[src/rtl/dis_pkg.sv]
package dis_pkg;
    localparam int BITS_PER_CH = 2;   // half-transfer bit, then end-of-transfer bit
    localparam int HALF_OFS    = 0;
    localparam int END_OFS     = 1;

    typedef enum logic {
        SEL_PEND = 1'b0,
        SEL_EN   = 1'b1
    } reg_sel_e;
endpackage

[src/rtl/dis_evt_map.sv]
module dis_evt_map #(
    parameter int NCH = 8,
    localparam int CLASS_W = NCH * dis_pkg::BITS_PER_CH,
    localparam int W = 2 * CLASS_W
) (
    input  logic [NCH-1:0] norm_half,
    input  logic [NCH-1:0] norm_end,
    input  logic [NCH-1:0] ded_half,
    input  logic [NCH-1:0] ded_end,
    output logic [W-1:0]   set_vec
);
    // Each channel owns a bit pair; the normal class fills the low half
    // of the word and the dedicated class fills the high half.
    for (genvar ch = 0; ch < NCH; ch++) begin : g_ch
        localparam int BASE = ch * dis_pkg::BITS_PER_CH;
        assign set_vec[BASE + dis_pkg::HALF_OFS]           = norm_half[ch];
        assign set_vec[BASE + dis_pkg::END_OFS]            = norm_end[ch];
        assign set_vec[CLASS_W + BASE + dis_pkg::HALF_OFS] = ded_half[ch];
        assign set_vec[CLASS_W + BASE + dis_pkg::END_OFS]  = ded_end[ch];
    end
endmodule

[src/rtl/dis_pend_reg.sv]
module dis_pend_reg #(
    parameter int W = 32
) (
    input  logic         clk,
    input  logic         rst_n,
    input  logic [W-1:0] set_vec,
    input  logic         clr_wr,
    input  logic [W-1:0] clr_mask,
    output logic [W-1:0] pend
);
    logic [W-1:0] clr_eff;

    always_comb begin
        clr_eff = clr_wr ? clr_mask : '0;
    end

    // Event takes priority over a simultaneous clear of the same bit.
    always_ff @(posedge clk) begin
        if (!rst_n) pend <= '0;
        else        pend <= (pend & ~clr_eff) | set_vec;
    end

    a_r4_event_sets: assert property (@(posedge clk) disable iff (!rst_n)
        (set_vec != '0) |=> ((pend & $past(set_vec)) == $past(set_vec)));

    a_r5_clear_bits: assert property (@(posedge clk) disable iff (!rst_n)
        (clr_wr && ((clr_mask & ~set_vec) != '0))
        |=> ((pend & $past(clr_mask & ~set_vec)) == '0));

    a_r9_pend_hold: assert property (@(posedge clk) disable iff (!rst_n)
        (!clr_wr && (set_vec == '0)) |=> $stable(pend));
endmodule

[src/rtl/dis_en_reg.sv]
module dis_en_reg #(
    parameter int W = 32
) (
    input  logic         clk,
    input  logic         rst_n,
    input  logic         wr,
    input  logic [W-1:0] wdata,
    output logic [W-1:0] en
);
    always_ff @(posedge clk) begin
        if (!rst_n)  en <= '0;
        else if (wr) en <= wdata;
    end

    a_r7_en_load: assert property (@(posedge clk) disable iff (!rst_n)
        wr |=> (en == $past(wdata)));

    a_r9_en_hold: assert property (@(posedge clk) disable iff (!rst_n)
        !wr |=> $stable(en));
endmodule

[src/rtl/dis_irq_out.sv]
module dis_irq_out #(
    parameter int W = 32
) (
    input  logic         clk,
    input  logic         rst_n,
    input  logic [W-1:0] pend,
    input  logic [W-1:0] en,
    output logic         irq
);
    logic any_hot;

    always_comb begin
        any_hot = |(pend & en);
    end

    always_ff @(posedge clk) begin
        if (!rst_n) irq <= 1'b0;
        else        irq <= any_hot;
    end

    a_r8_rise: assert property (@(posedge clk) disable iff (!rst_n)
        any_hot |=> irq);

    a_r8_fall: assert property (@(posedge clk) disable iff (!rst_n)
        !any_hot |=> !irq);
endmodule

[src/rtl/dma_irq_status.sv]
module dma_irq_status #(
    parameter int NCH = 8,
    localparam int W = 2 * NCH * dis_pkg::BITS_PER_CH
) (
    input  logic           clk,
    input  logic           rst_n,
    input  logic [NCH-1:0] norm_half,
    input  logic [NCH-1:0] norm_end,
    input  logic [NCH-1:0] ded_half,
    input  logic [NCH-1:0] ded_end,
    input  logic           reg_sel,
    input  logic           reg_wr,
    input  logic [W-1:0]   reg_wdata,
    output logic [W-1:0]   reg_rdata,
    output logic           irq
);
    import dis_pkg::*;

    reg_sel_e     sel;
    logic [W-1:0] set_vec;
    logic [W-1:0] pend;
    logic [W-1:0] en;
    logic         wr_pend;
    logic         wr_en;

    always_comb begin
        sel     = reg_sel_e'(reg_sel);
        wr_pend = 1'b0;
        wr_en   = 1'b0;
        unique case (sel)
            SEL_PEND: begin
                wr_pend   = reg_wr;
                reg_rdata = pend;
            end
            SEL_EN: begin
                wr_en     = reg_wr;
                reg_rdata = en;
            end
            default: reg_rdata = '0;
        endcase
    end

    dis_evt_map #(.NCH(NCH)) u_map (
        .norm_half(norm_half),
        .norm_end (norm_end),
        .ded_half (ded_half),
        .ded_end  (ded_end),
        .set_vec  (set_vec)
    );

    dis_pend_reg #(.W(W)) u_pend (
        .clk     (clk),
        .rst_n   (rst_n),
        .set_vec (set_vec),
        .clr_wr  (wr_pend),
        .clr_mask(reg_wdata),
        .pend    (pend)
    );

    dis_en_reg #(.W(W)) u_en (
        .clk  (clk),
        .rst_n(rst_n),
        .wr   (wr_en),
        .wdata(reg_wdata),
        .en   (en)
    );

    dis_irq_out #(.W(W)) u_irq (
        .clk  (clk),
        .rst_n(rst_n),
        .pend (pend),
        .en   (en),
        .irq  (irq)
    );

    a_r1_reset_clear: assert property (@(posedge clk)
        !rst_n |=> (pend == '0 && en == '0 && !irq));
endmodule

[config.mk]
export PLATFORM = sky130hd
export DESIGN_NAME = dma_irq_status
export DESIGN_NICKNAME = d
export VERILOG_FILES = /design/src/rtl/dis_pkg.sv /design/src/rtl/dis_evt_map.sv /design/src/rtl/dis_pend_reg.sv /design/src/rtl/dis_en_reg.sv /design/src/rtl/dis_irq_out.sv /design/src/rtl/dma_irq_status.sv
export SDC_FILE = /design/constraint.sdc
export NUM_CORES = 1
export LEC_CHECK = 0
export BUFFER_PORTS_ARGS = -buffer_cell sky130_fd_sc_hd__buf_2
export CAP_MARGIN = 10
export CORE_ASPECT_RATIO = 1.25
export CORE_UTILIZATION = 40
export DETAILED_ROUTE_END_ITERATION = 12
export PLACE_DENSITY = 0.69
export SETUP_SLACK_MARGIN = 0.2
export SLEW_MARGIN = 20
export SYNTH_ARGS = -nofsm -noshare
export SYNTH_HDL_FRONTEND = slang
export SYNTH_SLANG_ARGS = --single-unit
[constraint.sdc]
create_clock -name clk -period 1.2 [get_ports clk]
set_clock_uncertainty 0.2 [all_clocks]
set_input_delay 0.12 -clock clk [delete_from_list [all_inputs] [get_ports clk]]
set_output_delay 0.12 -clock clk [all_outputs]
set_load 0.01 [all_outputs]
==> results.sh <==
export IMPL_status="complete, but fails checks"
export IMPL_violations="negative setup slack"
export IMPL_reg2reg_from="u_pend.pend[10]$_SDFF_PN0_"
export IMPL_die_y_um=97.74
export IMPL_cts_path_max_buffers=2
export IMPL_fin_ws_ps=-308.0
export IMPL_cp_common_cell="buf_6"
export IMPL_synth_top_area_cell="dfxtp_1"
export IMPL_ant_nets=0
export IMPL_end_kind="primary output"
export IMPL_power_density_mw_per_mm2=1052
export IMPL_hold_path_class="in2reg"
export IMPL_setup_violations=33
export IMPL_async_reset_ff_share_pct=0
export IMPL_worstPathMaxFanout=2
export IMPL_syn_cell_area_sq_mm=0.002933
export IMPL_reg2reg_slack_ps=-260
export IMPL_synth_nets=370
export IMPL_antennaDiodeCount=0
export IMPL_drive_gt1_share_pct=53.15
export IMPL_maxCapViolCount=0
export IMPL_die_w_um=78.59
export IMPL_setup_tns_ps=-8711
export IMPL_whs_endpoint="u_pend.pend[28]$_SDFF_PN0_"
export IMPL_start_util_pct=41.78
export IMPL_yosysWarnings=0
export IMPL_grt_ovfl_total=0
export IMPL_finalCritPeriodShare_pct=125.7
export IMPL_syn_to_final_growth_pct=86.18
export IMPL_rr_worst_depth=4
export IMPL_ys_seq_area_share_pct=44.37
export IMPL_avgViaCountPerCell=5.108
export IMPL_root_buffer="clkbuf_8"
export IMPL_synthTopCellsByArea="dfxtp_1 (44%), mux2_2 (12%), a21boi_1 (9.0%)"
export IMPL_fin_area_sq_mm=0.005460
export IMPL_yosysTopAreaCellShare_pct=44.37
export IMPL_die_area_sq_mm=0.007681
export IMPL_postSynthCellCount=302
export IMPL_hold_viol=0
export IMPL_netlist_top_cells_count="dfxtp_1 (65), nand2_1 (65), a21boi_1 (35), mux2_2 (32), o21a_1 (32)"
export IMPL_min_path_cells=3
export IMPL_row_count=34
export IMPL_cp_data_arrival_time_ps=1190
export IMPL_grt_util_all_layers_pct=25.79
export IMPL_worstPathRequired_ps=880
export IMPL_grt_pass1_wl_um=15320
export IMPL_hp_start="rst_n"
export IMPL_cpPeakStageDelay_ps=340
export IMPL_synth_edf_count=0
export IMPL_r2r_end="u_irq.irq$_SDFF_PN0_"
export IMPL_crit_slowest_cell="dfxtp_2"
export IMPL_drc=0
export IMPL_grt_pass1_vias=3240
export IMPL_core_area_sq_mm=0.007019
export IMPL_finalMaxSlewViolations=0
export IMPL_ir_drop_v=0.0006876
export IMPL_layout_min_cycle_time_ps=1508
export IMPL_h_tree_depth=3
export IMPL_numCtsBuffers=9
export IMPL_wl_um=9749
export IMPL_antenna_found_initial=0
export IMPL_nFillCells=444
export IMPL_yosysUniqueCellTypes=15
export IMPL_fin_nets=586
export IMPL_power_leakage_nw=2.419
export IMPL_cts_sinks=65
export IMPL_cts_tree="built"
export IMPL_worst_pin_slew_ps=273.1
export IMPL_routedWlPerCell_um=15.90
export IMPL_rsz0062_at_grt="true"
export IMPL_dr_pass1_iters=4
export IMPL_dpl_hpwl_um=5505
export IMPL_clk_pin_slew_worst_paths_ps=70
export IMPL_cp_start_kind="register"
export IMPL_worstPathCellList="buf_6 > mux2_4 > buf_6"
export IMPL_portBuffers=100
export IMPL_grt_max_degree=66
export IMPL_timing_fmax_mhz=663.1
export IMPL_ioPinCount=101
export IMPL_synth_seq_cells=65
export IMPL_synth_ff_type="dfxtp_1"
export IMPL_gp_congestion=0.8032
export IMPL_worstSkewPairLatency_ps=340
export IMPL_drt_initial_drc_count=122
export IMPL_dr_total_vias=3131
export IMPL_synth_avg_cell_area_sq_um=9.711
export IMPL_place_area_sq_mm=0.003998
export IMPL_worst_setup_path_type="reg2out"
export IMPL_slew_headroom_pct=81.79
[kinds of logic (layout without fill, tap and decap cells)]
family,after synthesis,in the layout,synth area share [%]
simple gates,71,71,9.855
mux,32,32,12.29
compound gates,113,113,29.05
buf+inv,21,242,4.436
flops,65,65,44.37
[per-layer routing]
layer	global-route usage, %	wire length (um)	vias up	part of all wire (%)
li1	-	-	1506	-
met1	29.77	4064	1499	42
met2	44.75	5028	97	52
met3	5.981	328	29	3.4
met4	11.40	329	0	3.4
met5	0	0	-	0
[worst max-delay path: cells and delay by family, from the launching register on]
kind / cells / cell delay, ps
flip-flops: 1 / 340
multiplexers: 1 / 280
buffers and inverters: 2 / 230
[report_power, final]
group	total, mW	switching [mW]	internal (mW)
sequential	2.41	0.103	2.31
combinational	1.36	0.500	0.862
clock	1.97	0.846	1.13
total	5.75	1.45	4.30
[registers in the layout (all words and copies together) (netlist names)]
| signal | cells |
|---|---|
| u_pend.pend | 32 |
| u_irq.irq | 1 |
| u_en.en | 32 |
[final cells by class]
type | instances | area (sq um) | area share [%]
repair buffers | 226 | 2054 | 37.63
multi-input cells | 216 | 1723 | 31.55
flip-flops and latches | 65 | 1355 | 24.82
clock buffers | 12 | 165.2 | 3.025
well taps | 90 | 112.6 | 2.062
clock inverters | 4 | 50.05 | 0.9166
[per-stage QoR]
step | std cells | util, % | setup WS [ps] | hold WS [ps] | power (mW)
after floorplan | 302 | - | -86.49 | 43.83 | 2.945
after global placement | 522 | 56.95 | -267.1 | 126.7 | 3.342
after detailed placement | 522 | 56.95 | -284.8 | 128.9 | 3.358
after CTS | 606 | 76.22 | -301.3 | 33.41 | 5.682
after global routing | 613 | 77.79 | -336.7 | 37.88 | 5.995
final | 613 | 77.79 | -308.0 | 54.47 | 5.745
[how the worst max path moves through the flow]
stage | startpoint | end | slack (ps)
floorplan | u_pend.pend[21]$_SDFF_PN0_ | u_irq.irq$_SDFF_PN0_ | -90
global placement | u_pend.pend[29]$_SDFF_PN0_ | u_irq.irq$_SDFF_PN0_ | -270
detailed placement | u_pend.pend[29]$_SDFF_PN0_ | u_irq.irq$_SDFF_PN0_ | -280
CTS | u_pend.pend[29]$_SDFF_PN0_ | reg_rdata[29] | -300
global route | u_pend.pend[10]$_SDFF_PN0_ | reg_rdata[10] | -340
finish | u_pend.pend[10]$_SDFF_PN0_ | reg_rdata[10] | -310
[what timing repair did]
| item | in CTS | in global routing |
|---|---|---|
| endpoints found under the hold margin | 64 | 0 |
| cloned | 0 | 0 |
| hold buffers | 64 | 0 |
| buffers inserted | 4 | 7 |
| resized for setup | 129 | 18 |
| pin swaps | 5 | 7 |
| setup endpoints to repair | 43 | 68 |
[layout by cell type (no fill, tap or decap), types with 14 or more instances in the layout]
master	n
buf_6	74
buf_2	67
nand2_1	64
dlygate4sd3_1	64
a21boi_1	44
dfxtp_2	43
mux2_4	32
o21a_1	32
dfxtp_1	22
a21boi_2	16
buf_4	14
(Power assumes the default switching activity.)
